$ cat config.mk
export PLATFORM = sky130hd
export DESIGN_NAME = ripple_alu4
export DESIGN_NICKNAME = d
export VERILOG_FILES = /design/src/rtl/alu_pkg.sv /design/src/rtl/alu_op_decoder.sv /design/src/rtl/alu_bit_cell.sv /design/src/rtl/ripple_alu4.sv
export SDC_FILE = /design/constraint.sdc
export NUM_CORES = 1
export LEC_CHECK = 0
export CAP_MARGIN = 20
export CORE_AREA = 2 2 39 41
export DETAILED_ROUTE_END_ITERATION = 10
export DIE_AREA = 0 0 41 43
export SYNTH_ARGS = -nofsm -noshare
export SYNTH_HDL_FRONTEND = slang
export SYNTH_HIERARCHICAL = 1
export SYNTH_SLANG_ARGS = --single-unit
$ cat constraint.sdc
create_clock -name vclk -period 9.1
set_input_delay 2.73 -clock vclk [all_inputs]
set_output_delay 2.73 -clock vclk [all_outputs]
set_load 0.005 [all_outputs]
$ cat src/rtl/alu_pkg.sv
// Package: shared control type and operation codes for the ripple ALU.
// Assumes a two-bit operation code.
package alu_pkg;

    localparam int CODE_W = 2;

    typedef enum logic [CODE_W-1:0] {
        OP_AND = 2'd0,
        OP_OR  = 2'd1,
        OP_SUB = 2'd2,
        OP_ADD = 2'd3
    } alu_op_e;

    // Control lines produced by the decoder for every cell.
    typedef struct packed {
        logic en_and;     // gate AND unit onto result
        logic en_or;      // gate OR unit onto result
        logic en_sum;     // gate adder sum onto result
        logic inv_a;      // XOR-invert operand A ahead of the adder
        logic force_cin;  // force first carry to 1
    } alu_ctl_t;

endpackage

$ cat src/rtl/alu_op_decoder.sv
// Module: alu_op_decoder
// Turns the operation code into one-hot unit enables plus the adder's
// inversion and carry-force controls. Purely combinational.
module alu_op_decoder
    import alu_pkg::*;
(
    input  logic [CODE_W-1:0] code,
    output alu_ctl_t          ctl
);

    // Decode each code into its control pattern.
    always_comb begin
        ctl = '0;
        unique case (alu_op_e'(code))
            OP_AND: ctl.en_and = 1'b1;
            OP_OR:  ctl.en_or  = 1'b1;
            OP_SUB: begin
                ctl.en_sum    = 1'b1;
                ctl.inv_a     = 1'b1;
                ctl.force_cin = 1'b1;
            end
            OP_ADD: ctl.en_sum = 1'b1;
            default: ctl = '0;
        endcase
    end

    // Exactly one functional unit is enabled for every code.
    always_comb begin
        assert_onehot_unit_R5: assert ($countones({ctl.en_and, ctl.en_or, ctl.en_sum}) == 1)
            else $error("decoder enabled %0d units", $countones({ctl.en_and, ctl.en_or, ctl.en_sum}));
        // Inversion and carry forcing only ever accompany the adder.
        assert_inv_with_sum_R3: assert (!(ctl.inv_a || ctl.force_cin) || ctl.en_sum)
            else $error("inversion active without adder enable");
    end

endmodule

$ cat src/rtl/alu_bit_cell.sv
// Module: alu_bit_cell
// One-bit ALU cell. Computes AND, OR and a full-adder sum side by side,
// with operand A passed through an XOR inverter. Enable lines AND-gate each
// unit onto the result. Assumes the enables are one-hot.
module alu_bit_cell
    import alu_pkg::*;
(
    input  logic     a,
    input  logic     b,
    input  logic     cin,
    input  alu_ctl_t ctl,
    output logic     r,
    output logic     cout
);

    logic a_adj;
    logic and_u;
    logic or_u;
    logic sum_u;

    // Independent logic units and the XOR stage ahead of the adder.
    always_comb begin
        and_u = a & b;
        or_u  = a | b;
        a_adj = a ^ ctl.inv_a;
    end

    // Full adder on the adjusted operand.
    always_comb begin
        sum_u = a_adj ^ b ^ cin;
        cout  = (a_adj & b) | (cin & (a_adj ^ b));
    end

    // Enable gating: each unit passes through its own AND gate.
    always_comb begin
        r = (ctl.en_and & and_u) | (ctl.en_or & or_u) | (ctl.en_sum & sum_u);
    end

endmodule

$ cat src/rtl/ripple_alu4.sv
// Module: ripple_alu4
// Top of the ripple ALU. One decoder feeds WIDTH identical bit cells that
// are chained through a ripple carry. Combinational: the outputs follow the
// inputs once the chain has settled.
module ripple_alu4
    import alu_pkg::*;
#(
    parameter int WIDTH = 4
) (
    input  logic [CODE_W-1:0] func_sel,
    input  logic [WIDTH-1:0]  op_a,
    input  logic [WIDTH-1:0]  op_b,
    input  logic              carry_in,
    output logic [WIDTH-1:0]  result,
    output logic              carry_out
);

    localparam int CHAIN_N = WIDTH + 1;

    alu_ctl_t           ctl;
    logic [CHAIN_N-1:0] carry;

    alu_op_decoder u_dec (
        .code (func_sel),
        .ctl  (ctl)
    );

    // First carry: forced for subtraction, otherwise the external carry.
    always_comb begin
        carry[0] = ctl.force_cin | carry_in;
    end

    // Replicate the cell and chain each carry into the next.
    for (genvar gi = 0; gi < WIDTH; gi++) begin : g_cell
        alu_bit_cell u_cell (
            .a    (op_a[gi]),
            .b    (op_b[gi]),
            .cin  (carry[gi]),
            .ctl  (ctl),
            .r    (result[gi]),
            .cout (carry[gi+1])
        );
    end

    // Carry leaves the block only when the adder is the selected unit.
    always_comb begin
        carry_out = carry[WIDTH] & ctl.en_sum;
    end

    // Port-level checks on the combined cells.
    always_comb begin
        assert_logic_no_carry_R1: assert (func_sel[1] || !carry_out)
            else $error("carry_out set in a logic mode");
        assert_sub_first_carry_R3: assert (func_sel != 2'd2 || carry[0])
            else $error("subtraction without forced carry");
        assert_add_sum_R4: assert (func_sel != 2'd3 ||
            {carry_out, result} == ({1'b0, op_a} + {1'b0, op_b} + {{WIDTH{1'b0}}, carry_in}))
            else $error("add result mismatch");
        assert_and_word_R1: assert (func_sel != 2'd0 || result == (op_a & op_b))
            else $error("AND result mismatch");
    end

endmodule

# Word-level counts from Yosys, hierarchy flattened
# Cells that the tools add are included.
[op_classes] eq_ne=3 mux=4 bitwise_logic=54 reduce_logical=2
[ops] op="AND 1 bit" count=25
[ops] op="bitwise OR 1 bit" count=17
[ops] op="XOR 1 bit" count=12
[ops] op="== test 2 bit (second input constant)" count=2
[ops] op="two-way mux 1 bit" count=3
[ops] op="== test 2 x 1 -> 1 bit (second input constant)" count=1
[ops] op="zero test 2 bit" count=1
[ops] op="two-way mux 2 bit" count=1
[ops] op="OR reduction 2 bit" count=1
[word_totals] register_bits=0 inputBits=11 out_inout_bits=5 word_cells=63

# Logic depth before layout (Yosys ltp)
# Gate-level depths: netlist of run 1.
[depth] word_depth=13 mapped_depth=9 ltp_nobuf=8

# Cells and area by module
# Netlist of run 1, hierarchy kept.
[by_module_without_submodules] module="alu_bit_cell (g_cell[0].u_cell ...)" instances=3 cells_per_inst=6 area_each_um2=50.0
[by_module_without_submodules] module="alu_bit_cell (g_cell[3].u_cell)" instances=1 cells_per_inst=5 area_each_um2=46.3
[by_module_without_submodules] module="alu_op_decoder" instances=1 cells_per_inst=5 area_each_um2=30.0
[by_module_without_submodules] module="ripple_alu4" instances=1 cells_per_inst=2 area_each_um2=12.5

# Worst setup path after synthesis of run 1
# OpenSTA, ideal clock, no wires.
[synth_path] path_kind="input to output" startpoint="in func_sel[0]" endpoint="out result[3]" arrival_time_ns=5.115 required_ns=6.370 slack_ns=1.255 stages=9 n_path_buf=1 path_cell_list="and2b_2 buf_4 xor2_1 fa_1 fa_1 fa_1 fa_1 a32oi_1 nand2_1"
[synth_lines] element="start: declaration" line_no="ripple_alu4.sv:10" source="input logic [CODE_W-1:0] func_sel,"
[synth_lines] element="end: declaration" line_no="ripple_alu4.sv:14" source="output logic [WIDTH-1:0] result,"

==> flow_metrics.env, run 1 <==
export IMPL_status="completed"
export IMPL_syn_avg_cell_area_um2=7.97
export IMPL_num_rows=14
export IMPL_fp_coreArea_mm2=0.00138
export IMPL_cts_setup_buffers=0
export IMPL_power_density_mw_per_mm2=64.5
export IMPL_tightest_slew_ns=0.426
export IMPL_postCtsResizedCells=0
export IMPL_final_nets=62
export IMPL_p_comb_frac=1.000
export IMPL_hold_path_class="input pin to output port"
export IMPL_synthesis_nets=45
export IMPL_area_growth_pct=73.8
export IMPL_yosys_warnings=6
export IMPL_grt_usage=0.0744
export IMPL_drc=0
export IMPL_critPathRequiredTime_ns=6.37
export IMPL_num_vias=254
export IMPL_grt_pass1_vias=250
export IMPL_clkPwrFrac=0
export IMPL_p_int_uw=16.5
export IMPL_synthDistinctLibCells=16
export IMPL_endpoint="result[3]"
export IMPL_multi_input_area_um2=216
export IMPL_synth_xor_xnor_area_share=0.147
export IMPL_hold_viol=0
export IMPL_drv_slew=0
export IMPL_num_antenna_cells=0
export IMPL_syn_area_um2=239
export IMPL_drt_iter0_drc=0
export IMPL_rsz0062_at_grt="no"
export IMPL_initial_core_util=0.173
export IMPL_dp_hpwl_um=479
export IMPL_most_common_layout_cells="clkdlybuf4s50_1 (16), xor2_1 (4), fa_1 (4)"
export IMPL_synth_top_cell_area_share=0.335
export IMPL_fin_crit_sh=0.977
export IMPL_grt_max_degree=8
export IMPL_leakagePower_uw=0.000167
export IMPL_fmax_mhz=112
export IMPL_antenna_found_initial=0
export IMPL_syn_inst=30
export IMPL_critPathLaunch="func_sel[0]"
export IMPL_avgRoutedWirePerCell_um=9.16
export IMPL_drive_gt1_frac=0.0444
export IMPL_synth_simple_gate_area_frac=0.147
export IMPL_fillers=151
export IMPL_grt_pass1_wl_um=952
export IMPL_drtPass1Iterations=1
export IMPL_yosys_top_cells_area="fa_1 (34%), xor2_1 (15%), a22oi_1 (9.4%)"
export IMPL_cpMaxStageDelayCell="fa_1"
export IMPL_synth_area_leader_cell="fa_1"
export IMPL_antenna_left=0
export IMPL_cp_arrival_ns=6.16
export IMPL_numSequentialCells=0
export IMPL_relSlewSlack=0.716
export IMPL_ir_drop_uv=29.3
export IMPL_synth_compound_area_share=0.277
export IMPL_yosysSeqAreaShare=0
export IMPL_period_minus_slack_ns=8.89
export IMPL_total_power_uw=26.8
export IMPL_gp_congestion=0.599
export IMPL_crit_path_frequent_cell="fa_1"
export IMPL_ff_latch_area_um2=0
export IMPL_synthMuxAreaShare=0
export IMPL_cts_hold_buffers=0
export IMPL_p_seq_frac=0
export IMPL_crit_chain="clkdlybuf4s50_1 > and2b_2 > or2_1 > fa_1 > fa_1 > fa_1 > fa_1 > a32oi_1 > nand2_1 > clkdlybuf4s50_1"
export IMPL_worst_slack_ns=0.206
export IMPL_synth_top_family_by_area="adder cells"
export IMPL_clkbuf_count=0
export IMPL_crit_path_max_incr_delay_ns=0.52
export IMPL_die_area_mm2=0.00176
export IMPL_die_w_um=41
export IMPL_layout_commonest_cell="clkdlybuf4s50_1"
export IMPL_pin_count=16
export IMPL_layout_cells_non_filler=61
export IMPL_wl_um=559
export IMPL_vias_per_cell=4.16
export IMPL_synthAdderAreaFrac=0.335
export IMPL_placed_cells=61
export IMPL_cp_start_kind="input pin"
export IMPL_die_h_um=43
export IMPL_endpoint_kind="output port"
export IMPL_netSwitchingFraction=0.384
export IMPL_overflow=0
export IMPL_worstPathMaxFanout=5
export IMPL_io_buffers=16
export IMPL_maxCapViolCount=0
export IMPL_finalSetupTns_ns=0
export IMPL_finalSetupViolCount=0
export IMPL_crit_type="input pin to output port"
export IMPL_p_sw_uw=10.3
export IMPL_place_ws_ns=0.190
## Yosys cell counts, drive strengths merged
library cell  number
and2b              1
or2                1
nand2              1
a21oi              3
inv                3
nor2               1
a32oi              1
and2               1
nor2b              1
a22oi              3
fa                 4
clkbuf             1
o21ai              4
xor2               4
buf                1
## metal layers
layer  GRT usage  part of all wire  wire length (um)
met1       0.106              0.47               262
met2       0.128              0.45               253
met3           0             0.077                43
met4           0                 0                 0
met5           0                 0                 0
## cells by family (layout without fill, tap and decap cells)
group	count (synthesis)	count (layout)
adder cells (fa/ha/maj)	4	4
AND/OR/NAND/NOR	6	6
XOR/XNOR	4	4
buffers and inverters	5	20
AO/OA/AOI/OAI	11	11
## layout make-up
type,count,share of cell area
inverter,3,0.0271
timing repair buffer,17,0.404
tap,16,0.0482
multi-input combinational,25,0.521
## worst min-delay path by stage
| stage | start | end | slack [ns] | cells after the start |
|---|---|---|---|---|
| 2_1_floorplan | op_b[0] | result[0] | 5.56 | 2 |
| 3_3_place_gp | op_b[0] | result[0] | 6.48 | 4 |
| 3_5_place_dp | op_b[0] | result[0] | 6.48 | 4 |
| 4_1_cts | op_b[0] | result[0] | 6.49 | 4 |
| 5_1_grt | op_b[0] | result[0] | 6.53 | 4 |
| 6_report | op_b[0] | result[0] | 6.47 | 4 |
## power groups by stage
stage	Clock (uW)	Combinational (uW)	Sequential [uW]
detailed placement	0	27.0	0
finish	0	26.8	0
global placement	0	26.5	0
CTS	0	27.2	0
floorplan	0	12.3	0
global route	0	30.7	0
## metrics by stage
step / area, um2 / utilization / hold WS [ns]
final: 415 / 0.300 / 6.47
after global routing: 415 / 0.300 / 6.53
after CTS: 415 / 0.300 / 6.49
after detailed placement: 415 / 0.300 / 6.48
after global placement: 415 / 0.300 / 6.48
after floorplan: 239 / - / 5.56
## worst max-delay path, delay by kind of cell
kind / cells / cell delay, ns
AND/OR/NAND/NOR: 3 / 0.60
AO/OA/AOI/OAI: 1 / 0.05
buffers and inverters: 2 / 0.98
adder cells (fa/ha/maj): 4 / 1.80
Power figures use the tool's default switching activity.
==> run 2, diff against run 1 <==
--- a/config.mk
+++ b/config.mk
@@ -9,6 +9,7 @@
 export CORE_AREA = 2 2 39 41
 export DETAILED_ROUTE_END_ITERATION = 10
 export DIE_AREA = 0 0 41 43
+export PLACE_DENSITY_LB_ADDON = 0.25
 export SYNTH_ARGS = -nofsm -noshare
 export SYNTH_HDL_FRONTEND = slang
 export SYNTH_HIERARCHICAL = 1
==> run 2 against run 1 <==
  * Sequential cell count did not move
  * Setup slack improved by 0.0043 ns
  * Non-clock buffer count did not move
  * Total power rose by 0.55%
  * Fmax barely moved
  * Worst hold slack barely moved
  * Die area did not move
  * First-iteration DRC count rose by 4
  * Sequential share of layout area did not move
  * Wire length rose by 5.9%
  * Utilization did not move
  * Critical path type unchanged
==> flow_metrics.env, run 2 (synthesis results as in run 1) <==
export IMPL_grt_max_degree=8
export IMPL_gp_congestion=0.603
export IMPL_antenna_left=0
export IMPL_cp_start_kind="input pin"
export IMPL_period_minus_slack_ns=8.89
export IMPL_design_area_um2=415
export IMPL_die_w_um=41
export IMPL_wl_um=592
export IMPL_finalSetupTns_ns=0
export IMPL_grt_usage=0.0724
export IMPL_drtPass1Iterations=2
export IMPL_avgRoutedWirePerCell_um=9.70
export IMPL_hold_start="op_b[2]"
export IMPL_dr_max_layer_used="met3"
export IMPL_fillers=157
export IMPL_worstPathMaxFanout=5
export IMPL_endpoint_kind="output port"
export IMPL_fmax_mhz=112
export IMPL_cpLargestDelayFamily="adder cells"
export IMPL_cpMaxStageDelayCell="fa_1"
export IMPL_ff_latch_area_um2=0
export IMPL_cts_hold_buffers=0
export IMPL_crit_chain="clkdlybuf4s50_1 > and2b_2 > or2_1 > fa_1 > fa_1 > fa_1 > fa_1 > a32oi_1 > nand2_1 > clkdlybuf4s50_1"
export IMPL_initial_core_util=0.173
export IMPL_leakagePower_uw=0.000167
export IMPL_power_density_mw_per_mm2=64.8
export IMPL_wl_met1_um=276
export IMPL_worstSetupPathDepth=10
export IMPL_die_area_mm2=0.00176
export IMPL_most_common_layout_cells="clkdlybuf4s50_1 (16), xor2_1 (4), fa_1 (4)"
export IMPL_vias_per_cell=4.34
export IMPL_hold_viol=0
export IMPL_relSlewSlack=0.698
export IMPL_die_h_um=43
export IMPL_layout_commonest_cell="clkdlybuf4s50_1"
export IMPL_num_rows=14
export IMPL_clkbuf_count=0
export IMPL_crit_buf_inv=2
export IMPL_drt_iter0_drc=4
export IMPL_crit_path_frequent_cell="fa_1"
export IMPL_num_antenna_cells=0
export IMPL_drv_slew=0
export IMPL_grt_pass1_vias=228
export IMPL_area_growth_pct=73.8
export IMPL_ir_drop_uv=20.7
export IMPL_grt_pass1_wl_um=952
export IMPL_tightest_slew_ns=0.452
export IMPL_postCtsResizedCells=0
export IMPL_drc=0
export IMPL_rsz0062_at_grt="no"
export IMPL_hold_path_class="input pin to output port"
export IMPL_drive_gt1_frac=0.0444
export IMPL_io_buffers=16
export IMPL_antenna_found_initial=0
export IMPL_placed_area_um2=415
export IMPL_crit_type="input pin to output port"
export IMPL_cts_setup_buffers=0
export IMPL_crit_path_max_incr_delay_ns=0.51
export IMPL_pin_count=16
export IMPL_min_path_cells=4
export IMPL_finalSetupViolCount=0
export IMPL_maxCapViolCount=0
export IMPL_cp_arrival_ns=6.16
export IMPL_overflow=0
export IMPL_status="completed"
export IMPL_fin_crit_sh=0.977
export IMPL_critPathRequiredTime_ns=6.37
export IMPL_fp_coreArea_mm2=0.00138
export IMPL_met2_length_um=258
export IMPL_hold_end="result[2]"
export IMPL_num_vias=265
export IMPL_wl_met3_um=57
export IMPL_final_nets=62
export IMPL_numSequentialCells=0
-- run 2: area by class of cell --
cell class,count,area [um2],share of cell area
multi-input combinational,25,216,0.521
timing repair buffer,17,168,0.404
tap,16,20.0,0.0482
inverter,3,11.3,0.0271
-- run 2: how the worst max path moves through the flow --
stage,start,slack (ns),endpoint
detailed placement,func_sel[0],0.17,result[3]
global route,func_sel[0],0.02,result[3]
global placement,func_sel[0],0.19,result[3]
finish,func_sel[0],0.21,result[3]
floorplan,func_sel[0],1.26,result[3]
CTS,func_sel[0],0.17,result[3]
-- run 2: report_power, final --
group | switching [uW] | internal [uW] | leakage (uW)
clock | 0 | 0 | 0
sequential | 0 | 0 | 0
combinational | 10.4 | 16.6 | 0.000167
total | 10.4 | 16.6 | 0.000167
-- run 2: tightest hold or removal path, stage by stage --
cell             delay [ns]
clkdlybuf4s50_1        0.45
inv_1                  0.07
o21ai_1                0.06
clkdlybuf4s50_1        0.43
-- run 2: routing by layer --
metal | up-vias | GRT usage
met5 | - | 0
met4 | 0 | 0
met3 | 0 | 0
met2 | 11 | 0.119
met1 | 122 | 0.110
li1 | 132 | -
-- run 2: through the flow --
stage	power (uW)	hold slack, ns	setup slack [ns]	utilization	std cells
floorplan	12.3	5.56	1.26	-	30
global placement	26.8	6.48	0.188	0.300	61
detailed placement	27.1	6.48	0.171	0.300	61
CTS	27.3	6.48	0.167	0.300	61
global route	30.8	6.54	0.0209	0.300	61
finish	26.9	6.47	0.210	0.300	61
==> run 3, diff against run 2 <==
==> constraint.sdc (replaced) <==
create_clock -name vclk -period 9.5
set_input_delay 2.85 -clock vclk [all_inputs]
set_output_delay 2.85 -clock vclk [all_outputs]
set_load 0.005 [all_outputs]
==> run 3 against run 2 <==
  * Setup slack gained 0.18 ns
  * Utilization is the same
  * Total power shrank 5.7%
  * Global-route usage shrank 0.30 points
  * Sequential share of layout area is the same
  * Critical path depth is the same
  * Worst hold slack gained 0.24 ns
  * Die area is the same
  * Design area is the same
  * Wire length shrank 3.0%
  * Via count shrank 0.38%
  * Non-clock buffer count is the same
==> flow_metrics.env, run 3 (synthesis results as in run 1) <==
export IMPL_cts_setup_buffers=0
export IMPL_crit_chain="clkdlybuf4s50_1 > and2b_2 > or2_1 > fa_1 > fa_1 > fa_1 > fa_1 > a32oi_1 > nand2_1 > clkdlybuf4s50_1"
export IMPL_critPathRequiredTime_ns=6.65
export IMPL_power_density_mw_per_mm2=61.1
export IMPL_tightest_slew_ns=0.466
export IMPL_avgRoutedWirePerCell_um=9.41
export IMPL_cpMaxStageDelayCell="fa_1"
export IMPL_cpLargestDelayFamily="adder cells"
export IMPL_die_area_mm2=0.00176
export IMPL_clkbuf_count=0
export IMPL_layout_commonest_cell="clkdlybuf4s50_1"
export IMPL_final_nets=62
export IMPL_initial_core_util=0.173
export IMPL_drt_iter0_drc=3
export IMPL_grt_pass1_vias=247
export IMPL_drive_gt1_frac=0.0444
export IMPL_cts_hold_buffers=0
export IMPL_die_w_um=41
export IMPL_wl_um=574
export IMPL_status="completed"
export IMPL_crit_type="input pin to output port"
export IMPL_hold_viol=0
export IMPL_total_power_uw=25.4
export IMPL_dp_hpwl_um=485
export IMPL_pin_count=16
export IMPL_cp_arrival_ns=6.26
export IMPL_die_h_um=43
export IMPL_worstPathMaxFanout=5
export IMPL_finalSetupTns_ns=0
export IMPL_grt_usage=0.0694
export IMPL_rsz0062_at_grt="no"
export IMPL_crit_buf_inv=2
export IMPL_drv_slew=0
export IMPL_finalSetupViolCount=0
export IMPL_relSlewSlack=0.689
export IMPL_gp_congestion=0.637
export IMPL_endpoint_kind="output port"
export IMPL_antenna_found_initial=0
export IMPL_cp_start_kind="input pin"
export IMPL_ir_drop_uv=19.9
export IMPL_overflow=0
export IMPL_drtPass1Iterations=4
export IMPL_maxCapViolCount=0
export IMPL_crit_path_frequent_cell="fa_1"
export IMPL_fin_crit_sh=0.959
export IMPL_io_buffers=16
export IMPL_num_rows=14
export IMPL_postCtsResizedCells=0
export IMPL_vias_per_cell=4.33
export IMPL_num_antenna_cells=0
export IMPL_most_common_layout_cells="clkdlybuf4s50_1 (16), xor2_1 (4), fa_1 (4)"
export IMPL_grt_max_degree=8
export IMPL_fmax_mhz=110
export IMPL_period_minus_slack_ns=9.11
export IMPL_numSequentialCells=0
export IMPL_fp_coreArea_mm2=0.00138
export IMPL_ff_latch_area_um2=0
export IMPL_leakagePower_uw=0.000167
export IMPL_grt_pass1_wl_um=917
export IMPL_num_vias=264
export IMPL_area_growth_pct=73.8
export IMPL_hold_path_class="input pin to output port"
export IMPL_drc=0
export IMPL_crit_path_max_incr_delay_ns=0.51
export IMPL_antenna_left=0
## run 3: cell counts in the layout (fill, tap and decap cells not counted)
Identical to the previous run, type by type.
## run 3: power by group
group / internal [uW] / leakage (uW) / switching [uW] / total [uW]
clock network: 0 / 0 / 0 / 0
logic: 15.7 / 0.000167 / 9.65 / 25.4
registers: 0 / 0 / 0 / 0
## run 3: per-stage QoR
step / area [um2] / setup slack, ns / hold WS, ns / cells / util
CTS: 415 / 0.338 / 6.73 / 61 / 0.300
global placement: 415 / 0.348 / 6.72 / 61 / 0.300
detailed placement: 415 / 0.340 / 6.72 / 61 / 0.300
finish: 415 / 0.387 / 6.71 / 61 / 0.300
global route: 415 / 0.190 / 6.78 / 61 / 0.300
floorplan: 239 / 1.42 / 5.80 / 30 / -
## run 3: per-layer routing
metal,GRT usage,share of wire,vias up
met5,0,0,-
met4,0,0,0
met3,0,0.11,0
met2,0.131,0.47,16
met1,0.0874,0.41,116
li1,-,-,132
## run 3: final cells by class
type / count / area (um2)
fillers: 160 / 968
inverters: 3 / 11.3
multi-input cells: 25 / 216
repair buffers: 17 / 168
well taps: 16 / 20.0
## run 3: final timing paths
kind | from | endpoint | slack (ns) | cells after the start
setup / recovery | func_sel[0] | result[3] | 0.39 | 10
hold / removal | op_b[2] | result[2] | 6.71 | 4
